==> config.mk <==
export PLATFORM = sky130hd
export DESIGN_NAME = strobe_out_hs
export DESIGN_NICKNAME = d
export VERILOG_FILES = /design/src/rtl/strobe_out_pkg.sv /design/src/rtl/ack_sync.sv /design/src/rtl/hs_flags.sv /design/src/rtl/pa_drive.sv /design/src/rtl/strobe_out_hs.sv
export SDC_FILE = /design/constraint.sdc
export NUM_CORES = 1
export LEC_CHECK = 0
export BUFFER_PORTS_ARGS = -buffer_cell sky130_fd_sc_hd__buf_2
export CAP_MARGIN = 30
export CORE_MARGIN = 5
export CORE_UTILIZATION = 25
export CTS_CLUSTER_SIZE = 8
export DETAILED_ROUTE_END_ITERATION = 7
export SLEW_MARGIN = 20
export SYNTH_ARGS = -nofsm -noshare
export SYNTH_HDL_FRONTEND = slang
export SYNTH_HIERARCHICAL = 1
export SYNTH_SLANG_ARGS = --single-unit
==> constraint.sdc <==
create_clock -name clk -period 2.01 [get_ports clk]
set_input_delay 0.3015 -clock clk [delete_from_list [all_inputs] [get_ports clk]]
set_output_delay 0.3015 -clock clk [all_outputs]
set_load 0.05 [all_outputs]
==> src/rtl/strobe_out_pkg.sv <==
package strobe_out_pkg;
  localparam int MODE_W      = 8;
  localparam int MODE_OUT_LO = 5;
  localparam int MODE_OUT_HI = 6;
  localparam int MODE_TRI    = 7;
  localparam int OBF_PIN     = 6;
  localparam int ACK_PIN     = 7;

  typedef enum logic [1:0] {
    HS_BASIC = 2'd0,
    HS_CONT  = 2'd1,
    HS_TRI   = 2'd2
  } hs_mode_e;

  function automatic hs_mode_e decode_mode(input logic [MODE_W-1:0] v);
    if (v[MODE_OUT_HI] && v[MODE_OUT_LO])
      return v[MODE_TRI] ? HS_TRI : HS_CONT;
    return HS_BASIC;
  endfunction
endpackage

==> src/rtl/ack_sync.sv <==
module ack_sync #(
  parameter int STAGES = 2
) (
  input  logic clk,
  input  logic rst,
  input  logic pin_n,
  output logic low,
  output logic fell,
  output logic rose
);
  logic [STAGES-1:0] chain;
  logic              prev;

  always_ff @(posedge clk) begin
    if (rst) begin
      chain <= '1;
      prev  <= 1'b1;
    end else begin
      chain <= {chain[STAGES-2:0], pin_n};
      prev  <= chain[STAGES-1];
    end
  end

  assign low  = ~chain[STAGES-1];
  assign fell = prev & ~chain[STAGES-1];
  assign rose = ~prev & chain[STAGES-1];
endmodule

==> src/rtl/hs_flags.sv <==
module hs_flags
  import strobe_out_pkg::*;
#(
  parameter int IDX_W = 3
) (
  input  logic              clk,
  input  logic              rst,
  input  logic              mode_wr,
  input  logic [MODE_W-1:0] mode_data,
  input  logic              pa_wr_done,
  input  logic              bit_wr,
  input  logic              bit_port,
  input  logic [IDX_W-1:0]  bit_idx,
  input  logic              bit_set,
  input  logic              pb_wr,
  input  logic [MODE_W-1:0] pb_wdata,
  input  logic              ack_fell,
  input  logic              ack_rose,
  output hs_mode_e          mode,
  output logic              obf_n,
  output logic              intr
);
  logic irq_latch;
  logic irq_en;
  logic strobed;
  hs_mode_e next_mode;

  assign strobed   = (mode != HS_BASIC);
  assign next_mode = decode_mode(mode_data);

  always_ff @(posedge clk) begin
    if (rst) begin
      mode      <= HS_BASIC;
      obf_n     <= 1'b1;
      irq_latch <= 1'b0;
      irq_en    <= 1'b0;
    end else begin
      if (strobed && ack_fell) obf_n <= 1'b1;
      if (strobed && ack_rose) irq_latch <= 1'b1;
      if (pb_wr && !strobed) begin
        irq_en <= pb_wdata[ACK_PIN];
        obf_n  <= pb_wdata[OBF_PIN];
      end
      if (bit_wr && bit_port) begin
        if (bit_idx == IDX_W'(ACK_PIN)) irq_en <= bit_set;
        if (bit_idx == IDX_W'(OBF_PIN)) obf_n  <= bit_set;
      end
      if (strobed && pa_wr_done) begin
        obf_n     <= 1'b0;
        irq_latch <= 1'b0;
      end
      if (mode_wr) begin
        mode      <= next_mode;
        irq_latch <= (next_mode != HS_BASIC);
        if (next_mode != HS_BASIC) obf_n <= 1'b1;
      end
    end
  end

  assign intr = strobed & irq_latch & irq_en;
endmodule

==> src/rtl/pa_drive.sv <==
module pa_drive
  import strobe_out_pkg::*;
#(
  parameter int W = 8
) (
  input  hs_mode_e     mode,
  input  logic         ack_low,
  input  logic [W-1:0] dir,
  output logic [W-1:0] oe
);
  logic gate;
  assign gate = (mode != HS_TRI) | ack_low;

  for (genvar i = 0; i < W; i++) begin : g_pin
    assign oe[i] = dir[i] & gate;
  end
endmodule

==> src/rtl/strobe_out_hs.sv <==
module strobe_out_hs
  import strobe_out_pkg::*;
#(
  parameter int PA_W        = 8,
  parameter int IDX_W       = 3,
  parameter int SYNC_STAGES = 2
) (
  input  logic              clk,
  input  logic              rst,
  input  logic              mode_wr,
  input  logic [MODE_W-1:0] mode_data,
  input  logic              pa_wr_done,
  input  logic              bit_wr,
  input  logic              bit_port,
  input  logic [IDX_W-1:0]  bit_idx,
  input  logic              bit_set,
  input  logic              pb_wr,
  input  logic [MODE_W-1:0] pb_wdata,
  input  logic              ack_n,
  input  logic [PA_W-1:0]   pa_dir,
  output logic              obf_n,
  output logic              intr,
  output logic              hs_drive,
  output logic [PA_W-1:0]   pa_oe
);
  logic     ack_low, ack_fell, ack_rose;
  hs_mode_e mode;

  ack_sync #(.STAGES(SYNC_STAGES)) u_sync (
    .clk(clk), .rst(rst), .pin_n(ack_n),
    .low(ack_low), .fell(ack_fell), .rose(ack_rose)
  );

  hs_flags #(.IDX_W(IDX_W)) u_flags (
    .clk(clk), .rst(rst), .mode_wr(mode_wr), .mode_data(mode_data),
    .pa_wr_done(pa_wr_done), .bit_wr(bit_wr), .bit_port(bit_port),
    .bit_idx(bit_idx), .bit_set(bit_set), .pb_wr(pb_wr), .pb_wdata(pb_wdata),
    .ack_fell(ack_fell), .ack_rose(ack_rose),
    .mode(mode), .obf_n(obf_n), .intr(intr)
  );

  pa_drive #(.W(PA_W)) u_drive (
    .mode(mode), .ack_low(ack_low), .dir(pa_dir), .oe(pa_oe)
  );

  assign hs_drive = (mode != HS_BASIC);
endmodule

==> results.md <==
- Total global routing track utilization: 0.102
- Area growth syn-to-layout: 50.3%
- Die Height: 52.7 um
- Least-Margin Pin Slew: 0.335 ns
- Root buffer cell: clkbuf_4
- Die ar.: 2780 um2
- HP Class: in -> reg
- Vias per inst: 4.45
- Ys async rst share: 0
- Syn Nets: 89
- Post-DP HPWL: 980 um
- Status: complete, no violations
- Top cells by area, synth: dfxtp_1 35%, nor2b_1 14%, or2_1 5.5%
- Commonest cells in the netlist: 10 x nor2b_1, 8 x dfxtp_1, 4 x or2_1
- Period utilisation layout: 0.815
- Final net count: 129
- Routed WL: 1160 um
- Main synth FF type: dfxtp_1
- Worst stage delay on the critical path: 0.42 ns
- Starting Density: 0.264
- CP Cell Sequence: nor3b_4 > nor2b_1 > buf_2
- Pwr per Cell Area: 599 nW/um2
- Fin crit period: 1.64 ns
- Number of flops mapped to enable cells by yosys: 0
- DRC: 0
- Vias in the first global route: 484
- Synth Register Bits: 8
- Final Hold Vio Count: 0
- CP arrival: 1.34 ns
- CTS resizes: 0
- Clock transition at path regs: 0.05 ns
- 1st-iter DRT viols: 1
- IO buf count: 35
- Share of layout cells above drive strength 1: 0.473
- CTS Hold Bufs: 0
- Num ports: 47
- Dpl cell area: 662 um2
- DR vias: 516
- Seq/Total Area, Yosys: 0.352
- Post-Syn Instances: 53
- Antenna-violating nets left: 0
- Crit path kind: reg -> out
- Layout Utilization: 0.396
- Crit start category: register
- CTS Buffer Depth: 2
- Non-filler cells, final: 116
- Peak supply drop: 0.279 mV
- TNS Setup: 0 ns
- # clock sinks: 8
- Fmax: 610 MHz
- First-pass GRT wire length: 2010 um
- CORE AREA: 1730 um2
- CP required: 1.71 ns
- Crit path max fanout: 8
- Die X: 52.7 um
- Design area: 684 um2
- Slowest CP cell: dfxtp_1
- Top cell type's share of synthesized area: 0.352
- Post-CTS setup buffers: 0
- Gp weighted congestion: 0.705
- Count leader, synth: nor2b_1
- Max-Cap Viols: 0
- Pins Over Slew Limit: 0
- Post-synth cell types: 24
- Worst Skew: 0.000916 ns
- Largest area contributor in the netlist: dfxtp_1
- H-tree level count: 1
- Cell count after placement: 113
- # fillers: 200
- Initial antenna violation count: 0
- Relative slew slack: 0.775
- Clock Latency Late Sink: 0.25 ns
- Crit end category: output pin
- Setup violators final: 0
- Worst path top cell family by delay: simple AND/OR/NAND/NOR gates
- RSZ-0062 raised after global routing: false
- Synth Cell Area: 455 um2
- Avg Inst Size Synth: 8.59 um2
- Row cnt: 15
- Total CTS buffers: 3
- Yosys warns: 6
- CTS tree: built
- WL/cell: 10.0 um
- Largest net degree at the start of global routing: 9
- GRT overflow: 0
- WP buf/inv: 1
- DR pass1 iterations: 2
- P_leak: 0.000329 uW
- # diodes: 0
==> state kept, by name, indices dropped and copies added (netlist names) <==
signal,cells
u_sync/chain,2
u_flags/mode,2
u_flags/obf_n,1
u_sync/prev,1
u_flags/irq_latch,1
u_flags/irq_en,1
==> per-layer routing <==
metal	wire, um	part of all wire	global-route usage
met1	518	0.45	0.117
met2	470	0.41	0.153
met3	121	0.10	0.0199
met4	48	0.041	0.102
met5	0	0	0
==> placed cells by master, fill, tap and decap left out <==
cell type	n
buf_2	35
a41oi_1	1
nor2b_1	10
a31o_2	1
nand2_1	3
o21ai_0	2
nand4_1	2
o211ai_1	1
o21a_1	1
or2_1	4
mux2_2	1
mux2i_1	1
nand3_1	2
nor2_1	3
and4_1	1
nor3_1	1
a2bb2oi_1	1
nor2_2	1
dfxtp_1	8
a21oi_1	2
o21ai_1	1
clkbuf_4	3
nor3b_4	1
a311oi_2	1
a21bo_1	1
inv_1	3
==> power by group <==
part / switching, uW / total, uW / leakage (uW) / internal [uW]
Clock: 53.8 / 122 / 0.0000138 / 68.2
Sequential: 4.79 / 171 / 0.0000657 / 166
Combinational: 73.3 / 117 / 0.000249 / 43.4
Total: 132 / 410 / 0.000329 / 278
==> worst reg2reg max path: cells and delay by family, from the launching register on <==
family          cells  cell delay (ns)
compound gates      3             0.54
flops               1             0.47
==> cell type report <==
cell class	instances	area [um2]	share of cell area
Sequential cell	8	160	0.234
Multi-Input combinational cell	42	284	0.415
Timing Repair Buffer	35	175	0.256
Inverter	3	11.3	0.0165
Tap cell	25	31.3	0.0457
Clock buffer	3	22.5	0.0329
==> metrics by stage <==
stage                     total power (uW)  hold slack (ns)  worst slack [ns]
after floorplan                        248            0.369             0.485
after global placement                 290            0.386             0.662
after detailed placement               291            0.394             0.641
after CTS                              416            0.218             0.362
after global routing                   441            0.223             0.214
final                                  410            0.226             0.371
==> final timing paths <==
check	from	slack, ns	end	depth (start not counted)
worst min register to register	u_sync/chain[0]$_SDFF_PP1_	0.40	u_sync/chain[1]$_SDFF_PP1_	1
worst max-delay path	u_flags/mode[1]$_SDFFE_PP0P_	0.37	pa_oe[4]	3
worst max register to register	u_flags/mode[0]$_SDFFE_PP0P_	0.89	u_flags/obf_n$_SDFF_PP1_	3
worst min-delay path	ack_n	0.23	u_sync/chain[0]$_SDFF_PP1_	2
==> kinds of logic (layout without fill, tap and decap cells) <==
group / Yosys count / after routing / synth area share
AO/OA/AOI/OAI: 12 / 12 / 0.201
buffers and inverters: 3 / 41 / 0.0247
flip-flops: 8 / 8 / 0.352
multiplexers: 2 / 2 / 0.0467
AND/OR/NAND/NOR: 28 / 28 / 0.376
Note: power is estimated with default switching activity, not from simulation.
